===== src/rtl/fs_pkg.sv =====
package fs_pkg;
    parameter int unsigned FS_TYPES_DEF = 3;

    typedef struct packed {
        logic hold;     // fair-share holdoff active
        logic serving;  // acknowledge cycle owned by this device
    } fs_slot_t;
endpackage


===== src/rtl/fs_type_slot.sv =====
module fs_type_slot
    import fs_pkg::*;
(
    input  logic clk,
    input  logic rst_n,
    input  logic pend_i,
    input  logic bus_n_i,
    input  logic ack_n_i,
    input  logic take_i,
    output logic req_n_o,
    output logic want_o,
    output logic busy_o
);
    fs_slot_t st_d, st_q;
    logic     active;

    always_comb begin
        active  = pend_i & ~st_q.hold;
        req_n_o = ~active;
        want_o  = ~ack_n_i & active & ~st_q.serving;
        busy_o  = ~ack_n_i & st_q.serving;

        st_d         = st_q;
        st_d.serving = ~ack_n_i & (st_q.serving | take_i);
        st_d.hold    = take_i | (st_q.hold & ~(bus_n_i & ack_n_i));
    end

    always_ff @(posedge clk or negedge rst_n) begin
        if (!rst_n) st_q <= '0;
        else        st_q <= st_d;
    end
endmodule


===== src/rtl/fs_chain_link.sv =====
module fs_chain_link #(
    parameter int unsigned N_TYPES = 3
) (
    input  logic               grant_n_i,
    input  logic [N_TYPES-1:0] want_i,
    input  logic [N_TYPES-1:0] busy_i,
    output logic [N_TYPES-1:0] claim_o,
    output logic               pass_n_o
);
    logic [N_TYPES-1:0] low_want;
    logic               found;

    always_comb begin
        low_want = '0;
        found    = 1'b0;
        for (int i = 0; i < N_TYPES; i++) begin
            if (want_i[i] && !found) begin
                low_want[i] = 1'b1;
                found       = 1'b1;
            end
        end
        if (|busy_i)        claim_o = busy_i;
        else if (grant_n_i) claim_o = '0;
        else                claim_o = low_want;
        pass_n_o = grant_n_i | (|claim_o);
    end
endmodule


===== src/rtl/fs_chain_arbiter.sv =====
module fs_chain_arbiter #(
    parameter int unsigned N_TYPES = fs_pkg::FS_TYPES_DEF
) (
    input  logic               clk,
    input  logic               rst_n,
    input  logic [N_TYPES-1:0] req_pend_i,
    input  logic [N_TYPES-1:0] req_bus_n_i,
    input  logic [N_TYPES-1:0] ack_n_i,
    input  logic               grant_n_i,
    output logic [N_TYPES-1:0] req_n_o,
    output logic [N_TYPES-1:0] claim_o,
    output logic               pass_n_o
);
    logic [N_TYPES-1:0] want, busy;

    for (genvar t = 0; t < N_TYPES; t++) begin : g_slot
        fs_type_slot u_slot (
            .clk     (clk),
            .rst_n   (rst_n),
            .pend_i  (req_pend_i[t]),
            .bus_n_i (req_bus_n_i[t]),
            .ack_n_i (ack_n_i[t]),
            .take_i  (claim_o[t]),
            .req_n_o (req_n_o[t]),
            .want_o  (want[t]),
            .busy_o  (busy[t])
        );
    end

    fs_chain_link #(.N_TYPES(N_TYPES)) u_link (
        .grant_n_i (grant_n_i),
        .want_i    (want),
        .busy_i    (busy),
        .claim_o   (claim_o),
        .pass_n_o  (pass_n_o)
    );
endmodule


===== config.mk =====
export PLATFORM = sky130hd
export DESIGN_NAME = fs_chain_arbiter
export DESIGN_NICKNAME = d
export VERILOG_FILES = /design/src/rtl/fs_pkg.sv /design/src/rtl/fs_type_slot.sv /design/src/rtl/fs_chain_link.sv /design/src/rtl/fs_chain_arbiter.sv
export SDC_FILE = /design/constraint.sdc
export NUM_CORES = 1
export LEC_CHECK = 0
export BUFFER_PORTS_ARGS = -buffer_cell sky130_fd_sc_hd__buf_4
export CORE_AREA = 4 4 41 43
export DETAILED_ROUTE_END_ITERATION = 16
export DIE_AREA = 0 0 45 47
export GPL_ROUTABILITY_DRIVEN = 1
export PLACE_DENSITY = 0.65
export RECOVER_POWER = 50
export SETUP_SLACK_MARGIN = 0.3
export SYNTH_ARGS = -nofsm -noshare
export SYNTH_HDL_FRONTEND = slang
export SYNTH_SLANG_ARGS = --single-unit

===== constraint.sdc =====
create_clock -name clk -period 1.66 [get_ports clk]
set_input_delay 0.332 -clock clk [delete_from_list [all_inputs] [get_ports clk]]
set_output_delay 0.332 -clock clk [all_outputs]
set_load 0.01 [all_outputs]

==> out/summary.txt, run 1 <==
run status = finished, violations left
failing checks = negative setup slack
final number of hold-violating endpoints = 0
Die Outline Area = 2120 sq um
Std-Cell Rows = 13
Buf+Inv Stages, Crit Path = 3
Critical Path Fanout Max = 2
I/O Pins = 19
unrepaired setup endpoints after global routing = yes
detailed placement HPWL = 800 microns
post-detailed-routing wire length = 1040 microns
number of warnings printed during yosys synthesis = 0
Largest regs = g_slot.u_slot.st_q: 6 flops
worst-skew pair later-pin latency = 230 ps
Largest stage delay, worst path = 500 ps
worst supply voltage drop on vdd = 0.420 mV
sort of element at the end of the critical path = primary output
number of antenna violations at the first check in global routing = 0
Iteration-0 DRC Markers = 2
count of state elements after synthesis = 6
total number of nets in the final design = 90
maximum level of the CTS H-tree = 1
Clock Skews = 0.869 ps
family of cells with the greatest summed delay on the critical path = simple AND/OR/NAND/NOR gates
flip-flop count of the largest register after layout = 6
DRC violations left = 0
number of non-filler instances in the completed layout = 91
multi-input logic area = 238 sq um
Die Span X = 45 microns
Pleak = 0.367 nW
distinct cell type count after synthesis = 21
worst rel slew slack = 0.789
power per cell area = 793 nW/um^2
worst-path cell with the longest stage delay = sky130_fd_sc_hd__or4_4
post-synthesis instance total = 41
Root Buffer = sky130_fd_sc_hd__clkbuf_4
Most Frequent Cell on Critical Path = sky130_fd_sc_hd__buf_4
sequential fraction of the synthesis area = 0.374
vias per cell = 4.66
Finish-stage setup viols = 4
area of the core = 1300 sq um
post-route clock period utilization = 1.24
highest metal layer with signal wires = met4
via count of the first global-routing pass = 397
crit path time final = 2060 ps
power after layout = 582 uW
worst-path cell chain = nor2b_1 > buf_4 > or4_4 > a21oi_4 > buf_4 > buf_4
clock-pin slew reported for the worst setup and hold paths after clock tree synthesis = 40 ps
Starting Density = 0.309
cell count after placement = 83
sum of met3 wire segment lengths after detailed routing = 81 microns
Met1 Routed Length = 434 microns
Overall Global Routing Usage = 0.102
pin slew with the least headroom to its limit = 317 ps
grt total ovfl = 0
kind of critical path = reg -> out
Num Clock Sinks = 6
CTS tree = built
Synth Net Count = 53
Cells on Worst Hold Path = 3
mean post-synth cell area = 9.80 sq um
number of cells on the worst reg-to-reg path = 9
final weighted congestion of routability-driven global placement = 0.688
worst min path class = in -> reg
final core utilization = 0.564
Detailed Routing Iterations Pass 1 = 2
Crit path depth = 6
global-route wire length before repair = 1520 microns
arrival time worst endpoint = 1720 ps
height of the chip = 47 microns
Antenna diodes = 0
count of buffers inserted at the top-level ports = 18
commonest cells after routing, fill and taps aside = sky130_fd_sc_hd__buf_4 (31), sky130_fd_sc_hd__dfrtp_1 (6), sky130_fd_sc_hd__nor2_1 (4), sky130_fd_sc_hd__buf_6 (4)
maximum achievable frequency = 486 MHz
category of the worst setup path launch point = flip-flop
most frequent standard cell in the layout excluding fill and tap cells = sky130_fd_sc_hd__buf_4
wire length on met2 = 509 microns
setup slack after layout = -396 ps
worst endpoint required time = 1330 ps
mapped cell area = 402 sq um
FF/Latch Area = 150 sq um
vias post-DR = 424
pin count of the biggest net entering global routing = 7
number of maximum-capacitance constraint violations = 0
layout cells sized above 1 = 0.658
register bank with the most flops = g_slot.u_slot.st_q
Max Root-Sink Buffers = 2
number of CTS-inserted buffers = 3
detail-routed net length per standard cell = 11.5 microns
number of filler cells placed in the layout = 128
Antenna Violating Nets Remaining = 0
Setup TNS = -1150 ps
final slew viol count = 0
relative area change from synthesis to final layout = 82.9%
[metal layers]
| layer | global-route usage | up-vias |
|---|---|---|
| li1 | - | 211 |
| met1 | 0.118 | 197 |
| met2 | 0.161 | 14 |
| met3 | 0.0192 | 2 |
| met4 | 0.0877 | 0 |
| met5 | 0 | - |
[cell type report]
class | instances | share of cell area
Clock buffer | 3 | 0.0307
Inverter | 2 | 0.0136
Timing Repair Buffer | 38 | 0.402
Tap cell | 15 | 0.0256
Multi-Input combinational cell | 27 | 0.324
Sequential cell | 6 | 0.204
[worst paths after layout]
| check | from | endpoint | slack, ps |
|---|---|---|---|
| max | g_slot[2].u_slot.st_q[0] | claim_o[0] | -400 |
| min | ack_n_i[0] | g_slot[0].u_slot.st_q[0] | 390 |
| max reg2reg | g_slot[0].u_slot.st_q[1] | g_slot[1].u_slot.st_q[0] | 70 |
| min reg2reg | g_slot[2].u_slot.st_q[1] | g_slot[2].u_slot.st_q[1] | 480 |
| max in group asynchronous | rst_n | g_slot[1].u_slot.st_q[0] | 930 |
| min in group asynchronous | rst_n | g_slot[2].u_slot.st_q[1] | 490 |
[synth_stat cells]
cell type / count / area share
sky130_fd_sc_hd__inv_1: 2 / 0.019
sky130_fd_sc_hd__a21o_1: 3 / 0.056
sky130_fd_sc_hd__nand2b_4: 1 / 0.034
sky130_fd_sc_hd__dfrtp_1: 6 / 0.37
sky130_fd_sc_hd__buf_4: 6 / 0.11
sky130_fd_sc_hd__nand2b_1: 1 / 0.016
sky130_fd_sc_hd__o21ai_0: 1 / 0.012
sky130_fd_sc_hd__nor2_1: 4 / 0.037
sky130_fd_sc_hd__a21oi_2: 1 / 0.022
sky130_fd_sc_hd__nor4b_4: 1 / 0.059
sky130_fd_sc_hd__or3_1: 1 / 0.016
sky130_fd_sc_hd__a41oi_1: 1 / 0.022
sky130_fd_sc_hd__a311o_2: 1 / 0.028
sky130_fd_sc_hd__a31o_2: 1 / 0.022
sky130_fd_sc_hd__or4_4: 1 / 0.028
sky130_fd_sc_hd__a21oi_1: 1 / 0.012
sky130_fd_sc_hd__a311oi_1: 1 / 0.022
sky130_fd_sc_hd__nor2b_1: 3 / 0.047
sky130_fd_sc_hd__nor3_1: 1 / 0.012
sky130_fd_sc_hd__nand2_1: 3 / 0.028
sky130_fd_sc_hd__a31o_1: 1 / 0.022
[worst register-to-register path, cell delays in order, from the launching register on]
cell and delay (ps):
sky130_fd_sc_hd__dfrtp_1 370, sky130_fd_sc_hd__nand2b_4 150, sky130_fd_sc_hd__a21o_1 180, sky130_fd_sc_hd__buf_4 140, sky130_fd_sc_hd__buf_4 140, sky130_fd_sc_hd__a41oi_2 160
sky130_fd_sc_hd__buf_4 140, sky130_fd_sc_hd__buf_4 90, sky130_fd_sc_hd__buf_4 90, sky130_fd_sc_hd__nor2_1 30
[stage by stage]
stage / cell area, sq um / setup WS [ps] / hold WS, ps
after floorplan: 423 / 3.56 / 36.4
after global routing: 734 / -468 / 397
final: 734 / -396 / 390
after global placement: 641 / -192 / 141
after CTS: 699 / -419 / 362
after detailed placement: 641 / -197 / 142
[power breakdown]
part | internal (mW) | total [mW] | switching [mW]
registers | 0.171 | 0.188 | 0.0162
logic | 0.167 | 0.271 | 0.104
clock network | 0.0811 | 0.124 | 0.0430
[cells by family after synthesis]
kind of cell | synth area share
AO/OA/AOI/OAI | 0.218
AND/OR/NAND/NOR | 0.277
flip-flops | 0.374
buffers and inverters | 0.131
[repair_timing]
action,CTS,global route
hold endpoints to repair,6,0
gates resized for setup,5,4
hold buffers,1,0
buffers inserted,1,3
setup endpoints to repair,8,11
pin swaps,1,2
No activity file was read; power rests on OpenSTA's default activity.
==> run 2: changes to the inputs <==
BUFFER_PORTS_ARGS = unset   (was -buffer_cell sky130_fd_sc_hd__buf_4)
DONT_BUFFER_PORTS = 1   (was unset)
PLACE_DENSITY = 0.52   (was 0.65)
==> out/summary.txt, run 2 (synthesis gave the netlist of run 1 again) <==
CTS tree = built
final slew viol count = 0
grt total ovfl = 0
I/O Pins = 19
Logic pwr share = 0.423
clock-pin slew reported for the worst setup and hold paths after clock tree synthesis = 50 ps
Largest regs = g_slot.u_slot.st_q: 6 flops
power after layout = 554 uW
Detailed Routing Iterations Pass 1 = 3
vias per cell = 5.05
register bank with the most flops = g_slot.u_slot.st_q
number of antenna violations at the first check in global routing = 0
arrival time worst endpoint = 1620 ps
startpoint of the worst register-to-register path = g_slot[1].u_slot.st_q[1]
RR Endpoint = g_slot[2].u_slot.st_q[0]
relative area change from synthesis to final layout = 53.0%
net switching component of the power = 161 uW
layout cells sized above 1 = 0.586
timing startpoint of the critical path = g_slot[1].u_slot.st_q[1]
pin slew with the least headroom to its limit = 308 ps
Die Span X = 45 microns
via count of the first global-routing pass = 435
proportion of total power due to net switching = 0.290
flip-flop count of the largest register after layout = 6
Clock Power Share = 0.241
Starting Density = 0.309
count of buffers inserted at the top-level ports = 0
number of cells on the worst reg-to-reg path = 6
final number of hold-violating endpoints = 0
cell count after placement = 61
post-route clock period utilization = 1.18
placement-stage cell area = 475 sq um
number of non-filler instances in the completed layout = 73
final weighted congestion of routability-driven global placement = 0.774
worst endpoint required time = 1330 ps
Setup crit end = pass_n_o
area of the core = 1300 sq um
Root Buffer = sky130_fd_sc_hd__clkbuf_4
height of the chip = 47 microns
Overall Global Routing Usage = 0.113
Std-Cell Rows = 13
number of filler cells placed in the layout = 126
setup slack after layout = -293 ps
category of the worst setup path launch point = flip-flop
worst rel slew slack = 0.794
DRC violations left = 0
Non-Filler Cell Area, Final = 614 sq um
unrepaired setup endpoints after global routing = yes
number of CTS-inserted buffers = 3
vias post-DR = 369
failing checks = negative setup slack
HP Start = ack_n_i[1]
detailed placement HPWL = 827 microns
Antenna Violating Nets Remaining = 0
pin count of the biggest net entering global routing = 7
total number of nets in the final design = 72
Clock Skews = 1.60 ps
Finish-stage setup viols = 4
maximum achievable frequency = 512 MHz
Num Clock Sinks = 6
Critical Path Fanout Max = 2
detail-routed net length per standard cell = 14.4 microns
sort of element at the end of the critical path = primary output
Max Root-Sink Buffers = 2
FF/Latch Area = 150 sq um
Antenna diodes = 0
FF-to-FF setup slack = 170 ps
kind of critical path = reg -> out
power per cell area = 902 nW/um^2
worst-skew pair later-pin latency = 240 ps
global-route wire length before repair = 1710 microns
maximum level of the CTS H-tree = 1
multi-input logic area = 251 sq um
worst min path class = in -> reg
number of maximum-capacitance constraint violations = 0
most frequent standard cell in the layout excluding fill and tap cells = sky130_fd_sc_hd__buf_4
total internal power = 394 uW
Pleak = 0.284 nW
post-detailed-routing wire length = 1050 microns
worst supply voltage drop on vdd = 0.318 mV
commonest cells after routing, fill and taps aside = sky130_fd_sc_hd__buf_4 (14), sky130_fd_sc_hd__dfrtp_1 (6), sky130_fd_sc_hd__buf_6 (4)
Seq pwr share = 0.336
Iteration-0 DRC Markers = 5
run status = finished, violations left
Die Outline Area = 2120 sq um
crit path time final = 1950 ps
## run 2: cell count changes in the layout (fill, tap and decap cells not counted)
| cell | previous run | this run |
|---|---|---|
| sky130_fd_sc_hd__a41oi_4 | 0 | 1 |
| sky130_fd_sc_hd__a41oi_2 | 1 | 0 |
| sky130_fd_sc_hd__buf_4 | 31 | 14 |
| sky130_fd_sc_hd__nor2_1 | 4 | 3 |
| sky130_fd_sc_hd__inv_4 | 1 | 0 |
| sky130_fd_sc_hd__clkbuf_1 | 2 | 1 |
| sky130_fd_sc_hd__inv_2 | 0 | 1 |
| sky130_fd_sc_hd__nor2_2 | 0 | 1 |
## run 2: cell type report
class	count	share of cell area
clock buffer	3	0.0367
inverter	2	0.0122
multi-input combinational	27	0.409
sequential	6	0.244
tap	15	0.0305
timing repair buffer	20	0.267
## run 2: what timing repair did
action,4_1_cts,5_1_grt
setup buffers,4,4
gates resized for setup,3,7
hold buffers,1,0
setup endpoints to repair,6,10
pin swaps,2,1
hold endpoints to repair,6,0
## run 2: how the worst min path moves through the flow
stage                                     endpoint  slack [ps]  cells after the start
after floorplan           g_slot[0].u_slot.st_q[0]          40                      0
after global placement    g_slot[0].u_slot.st_q[0]          40                      0
after detailed placement  g_slot[0].u_slot.st_q[0]          40                      0
after CTS                 g_slot[0].u_slot.st_q[0]         150                      1
after global routing      g_slot[0].u_slot.st_q[0]         140                      1
final                     g_slot[1].u_slot.st_q[0]         150                      1
## run 2: metal layers
layer / vias to the layer above / global-route usage / routed length (microns)
met5: - / 0 / 0
met4: 0 / 0.0760 / 0
met3: 0 / 0.0307 / 74
met2: 12 / 0.195 / 555
met1: 178 / 0.121 / 422
li1: 179 / - / -
## run 2: worst max-delay path, cell delays in order, from the launching register on
cell                      delay (ps)
sky130_fd_sc_hd__dfrtp_1         400
sky130_fd_sc_hd__nor4b_4         310
sky130_fd_sc_hd__nor3_2           70
sky130_fd_sc_hd__a31o_1          200
sky130_fd_sc_hd__or3_4           380
## run 2: metrics by stage
step	hold slack (ps)	utilization	setup TNS [ps]	setup slack, ps
global placement	36.6	0.365	-10.2	-10.2
CTS	147	0.424	-766	-295
finish	153	0.472	-756	-293
detailed placement	36.6	0.365	-42.9	-39.5
floorplan	36.4	-	0	3.56
global route	145	0.472	-1050	-380
## run 2: power groups by stage
| stage | combinational (mW) | sequential (mW) | clock [mW] |
|---|---|---|---|
| after global placement | 0.158 | 0.186 | 0 |
| after global routing | 0.253 | 0.189 | 0.145 |
| after detailed placement | 0.163 | 0.188 | 0 |
| final | 0.235 | 0.186 | 0.134 |
| after CTS | 0.192 | 0.186 | 0.138 |
| after floorplan | 0.127 | 0.186 | 0 |
==> run 3: changes to the inputs <==
REMOVE_ABC_BUFFERS = 1   (was unset)
SLEW_MARGIN = 20   (was unset)
==> out/summary.txt, run 3 (synthesis gave the netlist of run 1 again) <==
clock-pin slew reported for the worst setup and hold paths after clock tree synthesis = 50 ps
total internal power = 403 uW
Overall Global Routing Usage = 0.132
number of antenna violations at the first check in global routing = 0
worst min path class = in -> reg
CTS tree = built
power per cell area = 896 nW/um^2
register bank with the most flops = g_slot.u_slot.st_q
relative area change from synthesis to final layout = 59.5%
Largest stage delay, worst path = 380 ps
worst rel slew slack = 0.793
number of CTS-inserted buffers = 3
count of buffers inserted at the top-level ports = 0
DRC violations left = 0
most frequent standard cell in the layout excluding fill and tap cells = sky130_fd_sc_hd__buf_4
failing checks = negative setup slack
final weighted congestion of routability-driven global placement = 0.794
vias per cell = 4.95
Cells on Worst Hold Path = 1
detail-routed net length per standard cell = 15.7 microns
unrepaired setup endpoints after global routing = yes
sort of element at the end of the critical path = primary output
Critical Path Fanout Max = 3
Die Span X = 45 microns
Pleak = 0.302 nW
number of maximum-capacitance constraint violations = 0
commonest cells after routing, fill and taps aside = sky130_fd_sc_hd__buf_4 (17), sky130_fd_sc_hd__dfrtp_1 (6), sky130_fd_sc_hd__buf_6 (4)
post-route clock period utilization = 1.19
Num Clock Sinks = 6
final number of hold-violating endpoints = 0
number of cells on the worst reg-to-reg path = 9
worst-path cell with the longest stage delay = sky130_fd_sc_hd__dfrtp_1
Clock Power Share = 0.234
flip-flop count of the largest register after layout = 6
I/O Pins = 19
category of the worst setup path launch point = flip-flop
placement-stage cell area = 443 sq um
Finish-stage setup viols = 5
Largest regs = g_slot.u_slot.st_q: 6 flops
worst supply voltage drop on vdd = 0.346 mV
final slew viol count = 0
Logic pwr share = 0.441
Iteration-0 DRC Markers = 1
endpoint with the worst hold slack = g_slot[1].u_slot.st_q[0]
total number of nets in the final design = 74
Detailed Routing Iterations Pass 1 = 2
area of the core = 1300 sq um
FF-to-FF setup slack = -190 ps
kind of critical path = reg -> out
height of the chip = 47 microns
startpoint of the worst register-to-register path = g_slot[1].u_slot.st_q[1]
post-detailed-routing wire length = 1180 microns
layout cells sized above 1 = 0.617
Die Outline Area = 2120 sq um
Max Root-Sink Buffers = 2
worst-path cell chain = nand2b_4 > a21o_1 > a311o_2 > or3_4
Starting Density = 0.309
detailed placement HPWL = 845 microns
via count of the first global-routing pass = 444
pin count of the biggest net entering global routing = 7
Root Buffer = sky130_fd_sc_hd__clkbuf_4
Clock Skews = 1.31 ps
worst-skew pair later-pin latency = 240 ps
Antenna Violating Nets Remaining = 0
grt total ovfl = 0
pin slew with the least headroom to its limit = 310 ps
HP Start = ack_n_i[1]
setup slack after layout = -312 ps
global-route wire length before repair = 1930 microns
run status = finished, violations left
Non-Filler Cell Area, Final = 641 sq um
power after layout = 574 uW
vias post-DR = 371
proportion of total power due to net switching = 0.297
crit path time final = 1970 ps
arrival time worst endpoint = 1640 ps
Antenna diodes = 0
maximum level of the CTS H-tree = 1
maximum achievable frequency = 507 MHz
Seq pwr share = 0.325
worst endpoint required time = 1330 ps
net switching component of the power = 171 uW
RR Endpoint = g_slot[2].u_slot.st_q[0]
Std-Cell Rows = 13
-- run 3: final cells by class --
class,instances,area [sq um]
Clock buffer,3,22.5
Fill cell,117,661
Inverter,2,10.0
Multi-Input combinational cell,27,256
Sequential cell,6,150
Tap cell,15,18.8
Timing Repair Buffer,22,183
-- run 3: what timing repair did --
item | CTS | global route
resized for setup | 7 | 9
pin swaps | 7 | 2
endpoints found under the setup margin | 7 | 10
hold buffers | 1 | 0
endpoints found under the hold margin | 6 | 0
setup buffers | 8 | 4
cloned | 0 | 0
-- run 3: metal layers --
| layer | wire, microns | up-vias | GRT usage |
|---|---|---|---|
| met5 | 0 | - | 0 |
| met4 | 0 | 0 | 0.0994 |
| met3 | 72 | 0 | 0.0421 |
| met2 | 708 | 10 | 0.249 |
| met1 | 394 | 179 | 0.115 |
| li1 | - | 182 | - |
-- run 3: worst max-delay path by stage --
stage,startpoint,to,depth (start not counted)
2_1_floorplan,g_slot[0].u_slot.st_q[1],pass_n_o,4
3_3_place_gp,g_slot[1].u_slot.st_q[1],pass_n_o,4
3_5_place_dp,g_slot[1].u_slot.st_q[1],pass_n_o,4
4_1_cts,g_slot[0].u_slot.st_q[1],pass_n_o,4
5_1_grt,g_slot[1].u_slot.st_q[1],pass_n_o,4
6_report,g_slot[0].u_slot.st_q[1],pass_n_o,4
-- run 3: through the flow --
stage	util	cells	worst slack, ps	hold slack, ps	TNS (ps)
finish	0.492	75	-312	153	-1100
global route	0.492	75	-381	139	-1470
CTS	0.438	71	-289	145	-1030
global placement	0.340	59	-88.2	36.6	-88.2
floorplan	-	35	-109	36.4	-109
detailed placement	0.340	59	-98.2	36.7	-112
-- run 3: power groups by stage --
stage	Combinational [mW]	Sequential, mW	Clock, mW
3_3_place_gp	0.144	0.186	0
6_report	0.253	0.186	0.134
5_1_grt	0.276	0.189	0.155
3_5_place_dp	0.151	0.188	0
2_1_floorplan	0.0940	0.186	0
4_1_cts	0.203	0.185	0.141
-- run 3: worst max-delay path: cells and delay by family, from the launching register on --
kind | cells | cell delay (ps)
AO/OA/AOI/OAI | 2 | 530
AND/OR/NAND/NOR | 2 | 500
flip-flops | 1 | 380
